==> src/rtl/hz_pkg.sv <==
package hz_pkg;

    // Number of downstream latches a source is compared against
    localparam int unsigned NUM_STAGES = 3;
    // Number of source specifiers per instruction
    localparam int unsigned NUM_SRC    = 2;

    // Action taken by the front of the pipe this cycle
    typedef enum logic {
        ACT_ADVANCE = 1'b0,
        ACT_HOLD    = 1'b1
    } pipe_act_e;

endpackage

==> src/rtl/hz_src_cmp.sv <==
module hz_src_cmp #(
    parameter int unsigned REG_W = 5
) (
    input  logic [REG_W-1:0] prod_dst,
    input  logic             prod_wen,
    input  logic [REG_W-1:0] cons_reg,
    input  logic             cons_used,
    output logic             hit
);

    logic same_reg;
    logic nonzero;

    always_comb begin
        same_reg = (prod_dst == cons_reg);
        nonzero  = |cons_reg;
        hit      = prod_wen && cons_used && nonzero && same_reg;
    end

endmodule

==> src/rtl/hz_stage_cmp.sv <==
module hz_stage_cmp #(
    parameter int unsigned REG_W   = 5,
    parameter int unsigned NUM_SRC = 2
) (
    input  logic [REG_W-1:0]         prod_dst,
    input  logic                     prod_wen,
    input  logic [NUM_SRC*REG_W-1:0] src_regs,
    input  logic [NUM_SRC-1:0]       src_used,
    output logic                     stage_hit
);

    logic [NUM_SRC-1:0] src_hit;

    for (genvar s = 0; s < NUM_SRC; s++) begin : g_src
        hz_src_cmp #(.REG_W(REG_W)) u_cmp (
            .prod_dst (prod_dst),
            .prod_wen (prod_wen),
            .cons_reg (src_regs[s*REG_W +: REG_W]),
            .cons_used(src_used[s]),
            .hit      (src_hit[s])
        );
    end

    assign stage_hit = |src_hit;

endmodule

==> src/rtl/hz_stall_ctrl.sv <==
module hz_stall_ctrl
    import hz_pkg::*;
#(
    parameter int unsigned N_STG = 3
) (
    input  logic [N_STG-1:0] stage_hit,
    output logic             pc_we,
    output logic             ifid_we,
    output logic             nop_sel
);

    pipe_act_e act;

    // Action selection: HOLD whenever any stage reports a hit
    always_comb begin
        act = (|stage_hit) ? ACT_HOLD : ACT_ADVANCE;
    end

    // Output decode per action
    always_comb begin
        pc_we   = 1'b1;
        ifid_we = 1'b1;
        nop_sel = 1'b0;
        unique case (act)
            ACT_ADVANCE: begin
                pc_we   = 1'b1;
                ifid_we = 1'b1;
                nop_sel = 1'b0;
            end
            ACT_HOLD: begin
                pc_we   = 1'b0;
                ifid_we = 1'b0;
                nop_sel = 1'b1;
            end
        endcase
    end

endmodule

==> src/rtl/hz_stall_unit.sv <==
module hz_stall_unit
    import hz_pkg::*;
#(
    parameter int unsigned REG_W = 5
) (
    input  logic [REG_W-1:0] src1_reg,
    input  logic             src1_used,
    input  logic [REG_W-1:0] src2_reg,
    input  logic             src2_used,
    input  logic [REG_W-1:0] idex_dst,
    input  logic             idex_wen,
    input  logic [REG_W-1:0] exmem_dst,
    input  logic             exmem_wen,
    input  logic [REG_W-1:0] memwb_dst,
    input  logic             memwb_wen,
    output logic             pc_write_en,
    output logic             ifid_write_en,
    output logic             bubble_sel
);

    localparam int unsigned SRC_BITS = NUM_SRC * REG_W;
    localparam int unsigned DST_BITS = NUM_STAGES * REG_W;

    logic [SRC_BITS-1:0]   src_flat;
    logic [NUM_SRC-1:0]    used_flat;
    logic [DST_BITS-1:0]   dst_flat;
    logic [NUM_STAGES-1:0] wen_flat;
    logic [NUM_STAGES-1:0] stage_hit;

    assign src_flat  = {src2_reg, src1_reg};
    assign used_flat = {src2_used, src1_used};
    assign dst_flat  = {memwb_dst, exmem_dst, idex_dst};
    assign wen_flat  = {memwb_wen, exmem_wen, idex_wen};

    for (genvar g = 0; g < NUM_STAGES; g++) begin : g_stage
        hz_stage_cmp #(.REG_W(REG_W), .NUM_SRC(NUM_SRC)) u_stage (
            .prod_dst (dst_flat[g*REG_W +: REG_W]),
            .prod_wen (wen_flat[g]),
            .src_regs (src_flat),
            .src_used (used_flat),
            .stage_hit(stage_hit[g])
        );
    end

    hz_stall_ctrl #(.N_STG(NUM_STAGES)) u_ctrl (
        .stage_hit(stage_hit),
        .pc_we    (pc_write_en),
        .ifid_we  (ifid_write_en),
        .nop_sel  (bubble_sel)
    );

endmodule

==> config.mk <==
export PLATFORM = sky130hd
export DESIGN_NAME = hz_stall_unit
export DESIGN_NICKNAME = d
export VERILOG_FILES = /design/src/rtl/hz_pkg.sv /design/src/rtl/hz_src_cmp.sv /design/src/rtl/hz_stage_cmp.sv /design/src/rtl/hz_stall_ctrl.sv /design/src/rtl/hz_stall_unit.sv
export SDC_FILE = /design/constraint.sdc
export NUM_CORES = 1
export LEC_CHECK = 0
export BUFFER_PORTS_ARGS = -buffer_cell sky130_fd_sc_hd__buf_4
export CAP_MARGIN = 20
export CORE_AREA = 2 2 39 41
export DETAILED_ROUTE_END_ITERATION = 8
export DIE_AREA = 0 0 41 43
export GPL_ROUTABILITY_DRIVEN = 0
export PLACE_DENSITY = 0.66
export SLEW_MARGIN = 20
export SYNTH_ARGS = -nofsm -noshare
export SYNTH_HDL_FRONTEND = slang
export SYNTH_SLANG_ARGS = --single-unit
==> constraint.sdc <==
create_clock -name vclk -period 1.1
set_input_delay 0 -clock vclk [all_inputs]
set_output_delay 0 -clock vclk [all_outputs]
set_load 0.02 [all_outputs]
== Word-level counts from Yosys, hierarchy flattened ==
Cells that the tools add are included.

* Register bits: 0
* Input port bits: 30
* Output and inout port bits: 3
* Logic and storage cells: 31

* Eq/ne operators: 6
* Mux-type cells: 3
* Bitwise operators: 1
* Reductions and logical operators: 21

{| class="wikitable"
|+ Operator list
! operator !! number
|-
| $eq A5 B5 Y1 || 6
|-
| $logic_and A1 B1 Y1 || 18
|-
| $reduce_or A5 Y1 || 2
|-
| $reduce_or A6 Y1 || 1
|-
| $pmux W1 S2 || 2
|-
| $mux W1 || 1
|-
| $not A1 Y1 || 1
|}

== Depth between registers and ports, before layout ==
Gate-level depths: netlist of run 1.

* Depth after elaboration: 7
* Depth in mapped cells: 6
* Mapped depth without buffers: 5

== Hierarchy ==
Synthesis of run 1 repeated with hierarchy kept, for this count alone.

* Cells, all modules: 66
* Area total of the unflattened synthesis: 495.5 um2

{| class="wikitable"
|+ By module, submodules not included
! module !! times used !! cells an instance !! area each (um2) !! sequential area each (um2)
|-
| hz_src_cmp || 6 || 10 || 76.3 || 0.0
|-
| hz_stage_cmp || 3 || 1 || 6.3 || 0.0
|-
| hz_stall_ctrl || 1 || 3 || 18.8 || 0.0
|}

== Worst setup path before layout of run 1 ==
Ideal clock, no wire load.

* Kind: input to output
* From: input port src2_reg[4]
* To: output port pc_write_en
* Arrival time: 1.171 ns
* Data required time: 1.100 ns
* Setup slack: -0.071 ns
* Stages: 4
* Buffers on the path: 1
* Cells stage by stage: or4_1 o21ai_0 o22a_1 buf_4

* Longest elaborated chain between the ends: 7
* Elaborated cells between the ends (all ways): 14
* Classes of those cells: 3 x eq/ne; 2 x mux; 1 x bitwise; 8 x reduce/logical

{| class="wikitable"
|+ RTL lines
! item !! RTL line !! RTL
|-
| from (decl) || hz_stall_unit.sv:8 || <nowiki>input logic [REG_W-1:0] src2_reg,</nowiki>
|-
| $reduce_or A5 Y1 || hz_src_cmp.sv:16 || <nowiki>nonzero = |cons_reg;</nowiki>
|-
| $logic_and A1 B1 Y1 (2 in a row) || hz_src_cmp.sv:17 || <nowiki>hit = prod_wen && cons_used && nonzero && same_reg;</nowiki>
|-
| $reduce_or A6 Y1 (*) || hz_stall_ctrl.sv:16 || <nowiki>act = (|stage_hit) ? ACT_HOLD : ACT_ADVANCE;</nowiki>
|-
| $mux W1 (*) || hz_stall_ctrl.sv:16 ||
|-
| $not A1 Y1 || n/a ||
|-
| $pmux W1 S2 (*) || n/a ||
|-
| to (decl) || hz_stall_unit.sv:16 || <nowiki>output logic pc_write_en,</nowiki>
|}

Mark *: on every way between the ends. The rest lies on a longest branch, timed or not.

== Worst setup path in the final report of run 1 ==
* From: input port src1_reg[2]
* To: output port ifid_write_en

* Longest elaborated chain between the ends: 7
* Elaborated cells between the ends (all ways): 14
* Classes of those cells: 3 x eq/ne; 2 x mux; 1 x bitwise; 8 x reduce/logical

{| class="wikitable"
|+ RTL lines
! item !! RTL line !! RTL
|-
| from (decl) || hz_stall_unit.sv:6 || <nowiki>input logic [REG_W-1:0] src1_reg,</nowiki>
|-
| $reduce_or A5 Y1 || hz_src_cmp.sv:16 ||
|-
| $logic_and A1 B1 Y1 (2 in a row) || hz_src_cmp.sv:17 ||
|-
| $reduce_or A6 Y1 (*) || hz_stall_ctrl.sv:16 ||
|-
| $mux W1 (*) || hz_stall_ctrl.sv:16 ||
|-
| $not A1 Y1 || hz_stall_ctrl.sv:24 || <nowiki>unique case (act)</nowiki>
|-
| $pmux W1 S2 (*) || hz_stall_ctrl.sv:24 ||
|-
| to (decl) || hz_stall_unit.sv:17 || <nowiki>output logic ifid_write_en,</nowiki>
|}

Marked as above.

==> results_dict.tcl, run 1 <==
set metrics [dict create \
    synth_area_leaders "xor2_1 (54%), xnor2_1 (13%), nor4_1 (9.6%), nand4_1 (4.8%), nand3_1 (3.8%)" \
    globalRouteMet3Util_pct 3.14 \
    tightest_slew_ns 0.268 \
    fin_crit_ns 1.26 \
    synth_top_family_by_area "XOR/XNOR gates" \
    syn_nets 81 \
    port_buffers 33 \
    finalWorstSetupSlack_ns -0.159 \
    syn2layout_area_growth_pct 102 \
    cp-startpoint "src1_reg[2]" \
    viasPerCell 5.20 \
    fin_nets 123 \
    final_cells 107 \
    whs_ns 0.480 \
    finalSetupViolCount 3 \
    status "finished with violations" \
    first_pass_iters 4 \
    final_core_util_pct 57.4 \
    critPathLaunchType "primary input" \
    dr.first_iter.drc_count 4 \
    powerDensity_nw_per_um2 385 \
    critPathCaptureType "primary output" \
    ys_types 12 \
    finalPower_mw 0.306 \
    clkPwrFrac_pct 0 \
    rsz0062_at_grt "true" \
    grt_remaining_overflow 0 \
    holdCritStartpoint "src2_used" \
    hold_viol_final 0 \
    required_ns 1.10 \
    fin_crit_sh_pct 114 \
    syn-mean-instance-area_sq_um 7.70 \
    start_util_pct 28.4 \
    p_int_mw 0.175 \
    setup_tns_ns -0.456 \
    dpl.cell_count 107 \
    fin_area_sq_um 795 \
    grt_max_degree 5 \
    postCtsHoldBufs 0 \
    violations "setup timing" \
    finalMaxSlewViolations 0 \
    fp.coreArea_sq_um 1380 \
    post_cts_buffers 0 \
    fp.dieW_um 41 \
    mostFrequentLayoutCells "buf_4 (34), xor2_1 (23), xnor2_1 (6)" \
    grt_use_met2_pct 32.2 \
    ys_warn_count 0 \
    yosysTopAreaCell "xor2_1" \
    hp-class "in -> out" \
    timing.fmax_mhz 794 \
    p_sw_mw 0.131 \
    grt_util_met1_pct 19.0 \
    cap_violations 0 \
    grt_usage_pct 17.6 \
    crit_path_top_delay_cell "nor4_2" \
    grt_pass1_vias 540 \
    grt_antenna_before_repair 0 \
    die_area_sq_um 1760 \
    path_class "in -> out" \
    slew_headroom_pct 82.0 \
    grt_first_pass_wirelength_um 2200 \
    hpwl_um 1260 \
    routedWlPerCell_um 14.2 \
    ff_latch_area_sq_um 0 \
    die_h_um 43 \
    synth_area_sq_um 393 \
    syn_inst 51 \
    post_dp_cell_area_sq_um 714 \
    ys_seq_area_share_pct 0 \
    cp.arrival_ns 1.26 \
    swShare_pct 42.9 \
    power.leakage_nw 0.351 \
    synth_xor_area_share_pct 66.9 \
    yosysTopAreaCellShare_pct 53.5 \
    n_clock_buffer 0 \
    combPwrFrac_pct 100.0 \
    final_common_cell "buf_4" \
    vias 556 \
    ir_worst_vdd_mv 0.128 \
    cp_max_fo 4 \
    insertedDiodeCount 0 \
    p_seq_share_pct 0 \
    design.seq.count 0 \
    wl_um 1520 \
    synth-simple-area-share_pct 26.1 \
    postRouteAntennaNets 0 \
    muxShareOfSynthArea_pct 0 \
    yosys.area_share.adder_pct 0 \
    place_ws_ns -0.177 \
    drive_above_1_share_pct 53.8 \
    synth_compound_area_share_pct 5.10 \
    critical_path.cell_chain "buf_4, xor2_1, nor4_2, nand4_1, and3_4, o22a_4, buf_6" \
    gr-max-usage-layer "met2" \
    num_io_pins 33 \
    drc 0 \
    crit_path_max_incr_delay_ns 0.32 \
    rows 14 \
]
==> worst max-delay path, delay by kind of cell <==
family                 cells  cell delay, ns
AND/OR/NAND/NOR            3            0.66
AO/OA/AOI/OAI              1            0.19
XOR/XNOR                   1            0.14
buffers and inverters      2            0.26
==> what timing repair did <==
item / 4_1_cts / 5_1_grt
endpoints found under the setup margin: 3 / 3
pin swaps: 12 / 10
resized for setup: 6 / 12
==> path summary, 6_finish.rpt <==
| path | to | slack [ns] | cells after the start |
|---|---|---|---|
| max | ifid_write_en | -0.16 | 7 |
| min | bubble_sel | 0.48 | 4 |
==> synth_stat cells <==
library cell	instances
buf_4	1
o22ai_1	1
nand4_1	3
nand3_1	3
o22a_1	1
xor2_1	24
xnor2_1	6
o21ai_0	1
or4_1	2
and3_1	2
nor4_1	6
nor2_1	1
==> cell families after synthesis <==
kind of cell / after synthesis
XOR/XNOR: 30
AND/OR/NAND/NOR: 17
AO/OA/AOI/OAI: 3
buffers and inverters: 1
==> power by group through the flow <==
stage	Clock [mW]	Combinational (mW)	Sequential, mW
2_1_floorplan	0	0.105	0
3_3_place_gp	0	0.268	0
3_5_place_dp	0	0.273	0
4_1_cts	0	0.283	0
5_1_grt	0	0.328	0
6_report	0	0.306	0
==> per-layer routing <==
layer / up-vias / wire length, um
li1: 266 / -
met1: 252 / 586
met2: 32 / 692
met3: 6 / 187
met4: 0 / 48
met5: - / 0
==> area by class of cell <==
type               count  area (sq um)
fillers              121           589
multi-input cells     50           433
repair buffers        41           342
well taps             16          20.0
Note: power is estimated with default switching activity, not from simulation.
==> run 2, diff against run 1 <==
--- a/config.mk
+++ b/config.mk
@@ -12,7 +12,7 @@
 export DIE_AREA = 0 0 41 43
 export GPL_ROUTABILITY_DRIVEN = 0
 export PLACE_DENSITY = 0.66
-export SLEW_MARGIN = 20
+export SLEW_MARGIN = 5
 export SYNTH_ARGS = -nofsm -noshare
 export SYNTH_HDL_FRONTEND = slang
 export SYNTH_SLANG_ARGS = --single-unit
==> constraint.sdc (replaced) <==
create_clock -name vclk -period 1.1
set_input_delay 0.165 -clock vclk [all_inputs]
set_output_delay 0.165 -clock vclk [all_outputs]
set_load 0.02 [all_outputs]
==> results_dict.tcl, run 2 (synthesis gave the netlist of run 1 again) <==
set metrics [dict create \
    crit_path_max_incr_delay_ns 0.29 \
    routed-wl-met2_um 735 \
    vias 535 \
    start_util_pct 28.4 \
    routedWlPerCell_um 12.9 \
    status "finished with violations" \
    n_clock_buffer 0 \
    required_ns 0.94 \
    ff_latch_area_sq_um 0 \
    path_class "in -> out" \
    power.leakage_nw 0.378 \
    drc 0 \
    finalSetupViolCount 3 \
    finalMaxSlewViolations 0 \
    grt_first_pass_wirelength_um 2130 \
    finalPower_mw 0.313 \
    postRouteAntennaNets 0 \
    hpwl_um 1160 \
    cpLargestDelayFamily "simple AND/OR/NAND/NOR gates" \
    top_layer "met3" \
    fp.coreArea_sq_um 1380 \
    final_common_cell "buf_4" \
    dpl.cell_count 110 \
    cp_max_fo 2 \
    syn2layout_area_growth_pct 111 \
    wl_met3_um 89 \
    cp.arrival_ns 1.37 \
    die_area_sq_um 1760 \
    num_io_pins 33 \
    cap_violations 0 \
    violations "setup timing" \
    grt_usage_pct 16.6 \
    rows 14 \
    rsz0062_at_grt "true" \
    port_buffers 33 \
    die_h_um 43 \
    fin_crit_sh_pct 140 \
    first_pass_iters 3 \
    powerDensity_nw_per_um2 377 \
    grt_pass1_vias 496 \
    fillers 131 \
    fin_nets 128 \
    whs_ns 0.826 \
    grt_max_degree 5 \
    wl_met1_um 621 \
    design.seq.count 0 \
    mostFrequentLayoutCells "buf_4 (34), xor2_1 (24), buf_6 (10)" \
    hp-class "in -> out" \
    grt_remaining_overflow 0 \
    finalWorstSetupSlack_ns -0.439 \
    critPathCaptureType "primary output" \
    final_cells 112 \
    fp.dieW_um 41 \
    ir_worst_vdd_mv 0.181 \
    dr.first_iter.drc_count 3 \
    critPathBufInv 2 \
    insertedDiodeCount 0 \
    critical_path.cell_chain "buf_4, xor2_1, nor4_1, nand3_1, and3_4, o22a_4, buf_6" \
    multi_input_area_sq_um 413 \
    critPathLaunchType "primary input" \
    drive_above_1_share_pct 53.1 \
    grt_antenna_before_repair 0 \
    fin_crit_ns 1.54 \
    slew_headroom_pct 80.5 \
    wl_um 1450 \
    tightest_slew_ns 0.290 \
    crit_path_top_delay_cell "nor4_1" \
    timing.fmax_mhz 650 \
    hold_viol_final 0 \
    viasPerCell 4.78 \
]
==> run 2: cell types whose count changed in the layout (fill, tap and decap cells not counted), sizes merged <==
cell | before | now
buf | 41 | 46
==> run 2: metrics by stage <==
step                      util [%]  instance area [sq um]  TNS, ns  worst slack, ns
after floorplan                  -                    398   -0.738           -0.307
after global placement        53.3                    737    -1.49           -0.516
after detailed placement      53.3                    737    -1.52           -0.523
after CTS                     56.9                    787    -1.33           -0.462
after global routing          60.0                    831    -1.46           -0.502
final                         60.0                    831    -1.29           -0.439
==> run 2: worst paths after layout <==
kind                           to         start  cells past startpoint  slack, ns
worst min-delay path   bubble_sel     src2_used                      4       0.83
worst max-delay path  pc_write_en  memwb_dst[3]                      7      -0.44
==> run 2: metal layers <==
metal,global-route usage (%),vias to the layer above
li1,-,276
met1,24.4,237
met2,26.9,22
met3,0,0
met4,2.00,0
met5,0,-
==> run 2: area by class of cell <==
class              instances  share of cell area [%]
multi-input cells         50                    49.7
well taps                 16                    2.41
repair buffers            46                    47.9
==> run 2: power by group <==
group / switching, mW / internal, mW / leakage, nW
Clock: 0 / 0 / 0
Combinational: 0.125 / 0.188 / 0.378
Sequential: 0 / 0 / 0
==> run 2: what timing repair did <==
item,CTS,global route
hold buffers,0,0
pin swaps,16,8
setup buffers,0,2
gates cloned,0,0
endpoints found under the setup margin,3,3
resized for setup,13,6
hold endpoints to repair,0,0
